<file path="config.mk">
export PLATFORM = sky130hd
export DESIGN_NAME = raster_field_sequencer
export DESIGN_NICKNAME = d
export VERILOG_FILES = /design/src/rtl/raster_pkg.sv /design/src/rtl/raster_line_timer.sv /design/src/rtl/raster_field_seq.sv /design/src/rtl/raster_line_count.sv /design/src/rtl/raster_field_sequencer.sv
export SDC_FILE = /design/constraint.sdc
export NUM_CORES = 1
export LEC_CHECK = 0
export BUFFER_PORTS_ARGS = -buffer_cell sky130_fd_sc_hd__buf_2
export CAP_MARGIN = 10
export CORE_MARGIN = 1.5
export CORE_UTILIZATION = 60
export DETAILED_ROUTE_END_ITERATION = 12
export PLACE_DENSITY = 0.8
export SYNTH_ARGS = -nofsm -noshare
export SYNTH_HDL_FRONTEND = slang
export SYNTH_SLANG_ARGS = --single-unit
</file>
<file path="constraint.sdc">
create_clock -name clk -period 4.5 [get_ports clk]
set_input_delay 1.125 -clock clk [delete_from_list [all_inputs] [get_ports clk]]
set_output_delay 1.125 -clock clk [all_outputs]
set_load 0.05 [all_outputs]
</file>
<file path="src/rtl/raster_pkg.sv">
// Package raster_pkg
// Shared mode type and per-field arithmetic for the raster sequencer.
// Assumes base >= 2 so that no field length reaches zero.
package raster_pkg;

    typedef enum logic [1:0] {
        RM_ABAB = 2'b00,
        RM_AABB = 2'b01,
        RM_PROG = 2'b10,
        RM_INTL = 2'b11
    } raster_mode_e;

    // Half-line count of the field at position s of the sequence for mode m.
    function automatic int field_halves(raster_mode_e m, logic [1:0] s, int base);
        case (m)
            RM_ABAB: return base;
            RM_AABB: begin
                if (s == 2'd0)      return base + 1;
                else if (s == 2'd2) return base - 1;
                else                return base;
            end
            RM_PROG: return 2 * base;
            default: return s[0] ? (2 * base - 1) : (2 * base + 1);
        endcase
    endfunction

    // A/B label of the field at position s of the sequence for mode m.
    function automatic logic field_label(raster_mode_e m, logic [1:0] s);
        case (m)
            RM_ABAB: return s[0];
            RM_AABB: return s[1];
            RM_PROG: return 1'b0;
            default: return s[0];
        endcase
    endfunction

endpackage

</file>
<file path="src/rtl/raster_line_timer.sv">
// Module raster_line_timer
// Counts clock cycles inside a line and marks the ends of the half-lines.
// At a field boundary that falls in mid-line it jumps straight to the midpoint of
// the line length chosen for the next field.
// Assumes both line lengths are even and at least 2.
module raster_line_timer #(
    parameter int LINE_50 = 864,
    parameter int LINE_60 = 858,
    localparam int LMAX   = (LINE_50 > LINE_60) ? LINE_50 : LINE_60,
    localparam int CYC_W  = $clog2(LMAX)
) (
    input  logic clk,
    input  logic rst_n,
    input  logic std_cur,
    input  logic std_nxt,
    input  logic wrap,
    output logic line_start,
    output logic line_end,
    output logic half_tick,
    output logic half_begin
);

    localparam logic [CYC_W-1:0] LAST_50 = CYC_W'(LINE_50 - 1);
    localparam logic [CYC_W-1:0] LAST_60 = CYC_W'(LINE_60 - 1);
    localparam logic [CYC_W-1:0] HALF_50 = CYC_W'(LINE_50 / 2);
    localparam logic [CYC_W-1:0] HALF_60 = CYC_W'(LINE_60 / 2);

    logic [CYC_W-1:0] cyc;
    logic [CYC_W-1:0] last_cur;
    logic [CYC_W-1:0] half_cur;
    logic [CYC_W-1:0] half_nxt;
    logic             mid_end;

    // Select the line limits for the current and the next field.
    always_comb begin
        last_cur = std_cur ? LAST_60 : LAST_50;
        half_cur = std_cur ? HALF_60 : HALF_50;
        half_nxt = std_nxt ? HALF_60 : HALF_50;
    end

    assign line_end   = (cyc == last_cur);
    assign mid_end    = (cyc == half_cur - CYC_W'(1));
    assign half_tick  = line_end | mid_end;
    assign line_start = (cyc == '0);
    assign half_begin = (cyc == '0) | (cyc == half_cur);

    // Step the cycle-in-line counter, resyncing its phase on a mid-line field wrap.
    always_ff @(posedge clk) begin
        if (!rst_n)
            cyc <= '0;
        else if (line_end)
            cyc <= '0;
        else if (mid_end && wrap)
            cyc <= half_nxt;
        else
            cyc <= cyc + CYC_W'(1);
    end

    assert_line_pulse_R1: assert property (@(posedge clk) disable iff (!rst_n)
        line_start |=> !line_start);

endmodule

</file>
<file path="src/rtl/raster_field_seq.sv">
// Module raster_field_seq
// Counts the half-lines inside a field and steps through the field sequence of the
// captured raster mode. It captures the mode and standard inputs only at a field
// wrap or during reset.
// Assumes the mode inputs hold steady while reset is low.
module raster_field_seq
    import raster_pkg::*;
#(
    parameter int BASE_HALVES = 625,
    localparam int HALF_W     = $clog2(2 * BASE_HALVES + 2)
) (
    input  logic       clk,
    input  logic       rst_n,
    input  logic [1:0] mode_sel,
    input  logic       std_sel,
    input  logic       half_tick,
    input  logic       half_begin,
    output logic       wrap,
    output logic       field_start,
    output logic       field_id,
    output logic       std_q
);

    raster_mode_e      mode_q;
    raster_mode_e      mode_in;
    logic [1:0]        seq;
    logic [HALF_W-1:0] hcnt;
    logic [HALF_W-1:0] flen;

    assign mode_in = raster_mode_e'(mode_sel);

    // Length of the running field in half-lines.
    always_comb flen = HALF_W'(field_halves(mode_q, seq, BASE_HALVES));

    assign wrap        = half_tick && (hcnt == flen - HALF_W'(1));
    assign field_start = (hcnt == '0) && half_begin;
    assign field_id    = field_label(mode_q, seq);

    // Advance the half-line count, and at a wrap capture the mode and step the sequence.
    always_ff @(posedge clk) begin
        if (!rst_n) begin
            hcnt   <= '0;
            seq    <= 2'd0;
            mode_q <= mode_in;
            std_q  <= std_sel;
        end else if (wrap) begin
            hcnt   <= '0;
            mode_q <= mode_in;
            std_q  <= std_sel;
            seq    <= (mode_in != mode_q) ? 2'd0 : seq + 2'd1;
        end else if (half_tick) begin
            hcnt   <= hcnt + HALF_W'(1);
        end
    end

    assert_mode_hold_R7: assert property (@(posedge clk) disable iff (!rst_n)
        !$stable(mode_q) |-> field_start);

    assert_hcnt_range_R2: assert property (@(posedge clk) disable iff (!rst_n)
        hcnt < flen);

endmodule

</file>
<file path="src/rtl/raster_line_count.sv">
// Module raster_line_count
// Numbers the lines of a field from 1.
// Assumes wrap and line_end come from the same timing state.
module raster_line_count #(
    parameter int LN_W = 11
) (
    input  logic            clk,
    input  logic            rst_n,
    input  logic            line_end,
    input  logic            wrap,
    output logic [LN_W-1:0] line_num
);

    // Restart at 1 for a new field, otherwise count at each line end.
    always_ff @(posedge clk) begin
        if (!rst_n)
            line_num <= LN_W'(1);
        else if (wrap)
            line_num <= LN_W'(1);
        else if (line_end)
            line_num <= line_num + LN_W'(1);
    end

endmodule

</file>
<file path="src/rtl/raster_field_sequencer.sv">
// Module raster_field_sequencer
// Top of the display raster sequencer. It joins the line timer, the field sequencer
// and the line counter.
// Assumes quasi-static mode inputs, even line lengths and BASE_HALVES >= 2.
module raster_field_sequencer #(
    parameter int  LINE_50     = 864,
    parameter int  LINE_60     = 858,
    parameter int  BASE_HALVES = 625,
    localparam int LN_W        = $clog2(BASE_HALVES + 3) + 1
) (
    input  logic            clk,
    input  logic            rst_n,
    input  logic [1:0]      mode_sel,
    input  logic            std_sel,
    output logic            line_start,
    output logic            field_start,
    output logic            field_id,
    output logic [LN_W-1:0] line_num
);

    logic std_q;
    logic wrap;
    logic line_end;
    logic half_tick;
    logic half_begin;

    raster_line_timer #(
        .LINE_50 (LINE_50),
        .LINE_60 (LINE_60)
    ) u_timer (
        .clk        (clk),
        .rst_n      (rst_n),
        .std_cur    (std_q),
        .std_nxt    (std_sel),
        .wrap       (wrap),
        .line_start (line_start),
        .line_end   (line_end),
        .half_tick  (half_tick),
        .half_begin (half_begin)
    );

    raster_field_seq #(
        .BASE_HALVES (BASE_HALVES)
    ) u_seq (
        .clk         (clk),
        .rst_n       (rst_n),
        .mode_sel    (mode_sel),
        .std_sel     (std_sel),
        .half_tick   (half_tick),
        .half_begin  (half_begin),
        .wrap        (wrap),
        .field_start (field_start),
        .field_id    (field_id),
        .std_q       (std_q)
    );

    raster_line_count #(
        .LN_W (LN_W)
    ) u_lines (
        .clk      (clk),
        .rst_n    (rst_n),
        .line_end (line_end),
        .wrap     (wrap),
        .line_num (line_num)
    );

    assert_field_line1_R9: assert property (@(posedge clk) disable iff (!rst_n)
        field_start |-> (line_num == LN_W'(1)));

    assert_line_inc_R9: assert property (@(posedge clk) disable iff (!rst_n)
        (line_start && !field_start) |-> (line_num == $past(line_num) + LN_W'(1)));

    assert_field_pulse_R10: assert property (@(posedge clk) disable iff (!rst_n)
        field_start |=> !field_start);

endmodule

</file>
==> key figures <==
Power
  – Leakage power figure: 0.9122 nW
  – VDD IR-drop max: 0.1762 mV
  – Power per cell area: 272.0 mW/mm^2
  – Tot Pwr: 639.1 uW

Timing
  – TNS Setup: 0 ns
  – Crit share post-route: 70.11%
  – Layout Skew: 0.009997 ns
  – Endpoints failing setup: 0
  – Worst slew pin tran: 0.5788 ns
  – Slew HR: 60.31%
  – Post-route minimum period: 3.155 ns
  – WHS: 0.4974 ns
  – Max Freq: 0.3170 GHz
  – RSZ-0062 raised after global routing: false
  – Fin. Hold Viols: 0
  – Final Max Slew Viols: 0

Setup path
  – Worst Setup End Kind: primary output
  – CP Launch Type: register
  – Critical R2R Capture: u_seq.std_q
  – CP startpoint: u_timer.cyc[5]
  – R2R setup slack: 1.65 ns
  – Critical Path RT: 3.38 ns
  – R2r startpoint: u_seq.mode_q[0]
  – Critical path type: register to primary output
  – R2R cell count: 8
  – CP arrival: 2.03 ns
  – Critical path endpoint: field_start
  – Worst Path Max Fanout: 7

Floorplan
  – # rows: 21
  – DIE WIDTH: 62.84 um
  – Die area: 0.003948 mm^2
  – Initial core utilization: 63.38%
  – Ports: 19
  – Die Ht: 62.84 um
  – Core area: 0.003390 mm^2

CTS
  – # resized after CTS: 0
  – Setup repair bufs after CTS: 0
  – Hold buffer count at cts: 0
  – Root Buffer: clkbuf_4
  – Clock buffer depth: 2
  – CTS tree: built
  – H-tree depth: 2
  – Clk sink count: 37
  – Clock latency on the worst-skew pair: 0.34 ns
  – Clock buffers created by TritonCTS: 5
  – Reg clk slew, reported paths: 0.11 ns

Finish
  – Diode count: 0
  – Nets: 276
  – Area growth syn-to-layout: 9.377%
  – Multi-input gate area: 0.001287 mm^2
  – Final Instance Area: 0.002350 mm^2
  – Storage cell area: 770.7 um^2
  – Fill cells: 274
  – Layout cell share with drive strength beyond 1: 13.79%

Global routing
  – Largest net degree at the start of global routing: 24
  – Overflow after GRT: 0
  – Number of global-route vias before repair: 1562
  – GRT Overall Usage: 21.28%
  – First-pass GRT wire length: 6789 um
  – Antenna violations before repair: 0

Route
  – Average wire per standard cell: 12.83 um
  – DRT iter0 DRCs: 65
  – Initial DRT Pass Iterations: 4
  – Routed via count: 1724
  – Post-DRT Antenna Nets: 0
  – Final wirelength: 3938 um
  – Vias per cell: 5.616
  – Residual DRC count: 0

Synthesis
  – Synthesized area: 0.002148 mm^2
  – Syn nets: 257
  – Register area share after synthesis: 35.88%
  – Top cells by area, synth: dfxtp_1, xor2_1, ha_1
  – Most used DFF post-synth: dfxtp_1
  – Post-synth EDFFs: 3
  – Flops & latches, synth: 37
  – Most frequent cell after synthesis: nor2_1
  – Mean post-synth cell area: 8.914 um^2
  – Biggest area consumer among synthesized cells: dfxtp_1
  – Cells after Synth: 241
  – Cell variety after synth: 48
  – Top post-synthesis cells by count: nor2_1, dfxtp_1, xor2_1
  – FFs w/ async S/R, synth: 0%
  – Yosys top cell area share: 31.68%
  – Ys Warns: 0

Placed design
  – Routability cong.: 0.7919
  – Area after DPL: 0.002262 mm^2
  – IO buf count: 18
  – Hpwl dp: 2916 um

Status
  – Status: finished, final reports clean

Worst hold path
  – Hold WC Path Type: register to register
  – Hold Crit Start: u_seq.seq[0]

Run
  – Max-cap violations: 0
metal layers:
layer	track usage (%)	vias to the layer above	wire [um]
li1	-	886	-
met1	27.14	795	1858
met2	35.08	36	1852
met3	5.045	7	160
met4	7.778	0	66
met5	0	-	0
worst min-delay path by stage:
stage	depth (start not counted)	endpoint	slack, ns
after floorplan	2	u_seq.seq[0]	0.45
after global placement	2	u_seq.seq[0]	0.48
after detailed placement	2	u_seq.seq[0]	0.49
after CTS	2	u_seq.seq[0]	0.50
after global routing	2	u_seq.seq[0]	0.52
final	2	u_seq.seq[0]	0.50
layout by cell type (no fill, tap or decap), types with 2 or more instances in the layout:
master	count
o2111ai_1	2
nand4_1	12
ha_1	11
and4_1	4
nor3b_1	3
xor2_1	18
nand3_1	9
nor4_1	4
xnor2_1	12
nor2_1	35
nor3_1	6
clkbuf_4	5
o21ai_0	4
and3b_1	2
mux2i_1	8
edfxtp_1	3
inv_1	10
buf_2	18
buf_4	2
nand2b_1	3
o21a_1	2
nand2_1	17
a21oi_1	3
dfxtp_1	34
and3_1	8
a211o_1	2
area by class of cell:
cell class                 instances  area share (%)
clock buffer                       6           2.183
clock inverter                     2           1.544
inverter                          11           1.757
multi-input combinational        185           54.79
sequential                        37           32.80
tap                               46           2.449
timing repair buffer              20           4.473
metrics by stage:
step	std cells	utilization, %	worst slack [ns]
final	307	69.32	1.345
after global routing	307	69.32	1.192
after CTS	307	69.32	1.350
after detailed placement	299	66.74	1.676
after global placement	299	66.74	1.727
after floorplan	241	-	1.504
report_power, final:
group / internal [mW] / leakage (nW) / switching (mW)
Clock: 0.133 / 0.0488 / 0.110
Sequential: 0.336 / 0.304 / 0.00681
Combinational: 0.0198 / 0.560 / 0.0348
flip-flops by register name (all words and copies together), names as in the netlist:
name / flops
u_lines.line_num: 11
u_seq.hcnt: 11
u_seq.mode_q: 2
u_seq.seq: 2
u_seq.std_q: 1
u_timer.cyc: 10
worst max-delay path, stage by stage, from the launching register on:
cell      delay (ns)
dfxtp_1         0.39
or2_2           0.34
nor3_1          0.17
and4_1          0.30
o2111a_1        0.23
buf_2           0.26
kinds of logic (layout without fill, tap and decap cells):
family                   count (synthesis)  in the layout  synth area share [%]
adder cells (fa/ha/maj)                 11             11                 6.406
buffers and inverters                   19             39                 4.193
AND/OR/NAND/NOR                        115            115                 29.06
flip-flops                              37             37                 35.88
XOR/XNOR                                30             30                 12.23
multiplexers                             9              9                 4.426
AO/OA/AOI/OAI                           20             20                 7.805
No activity file was read; power rests on OpenSTA's default activity.
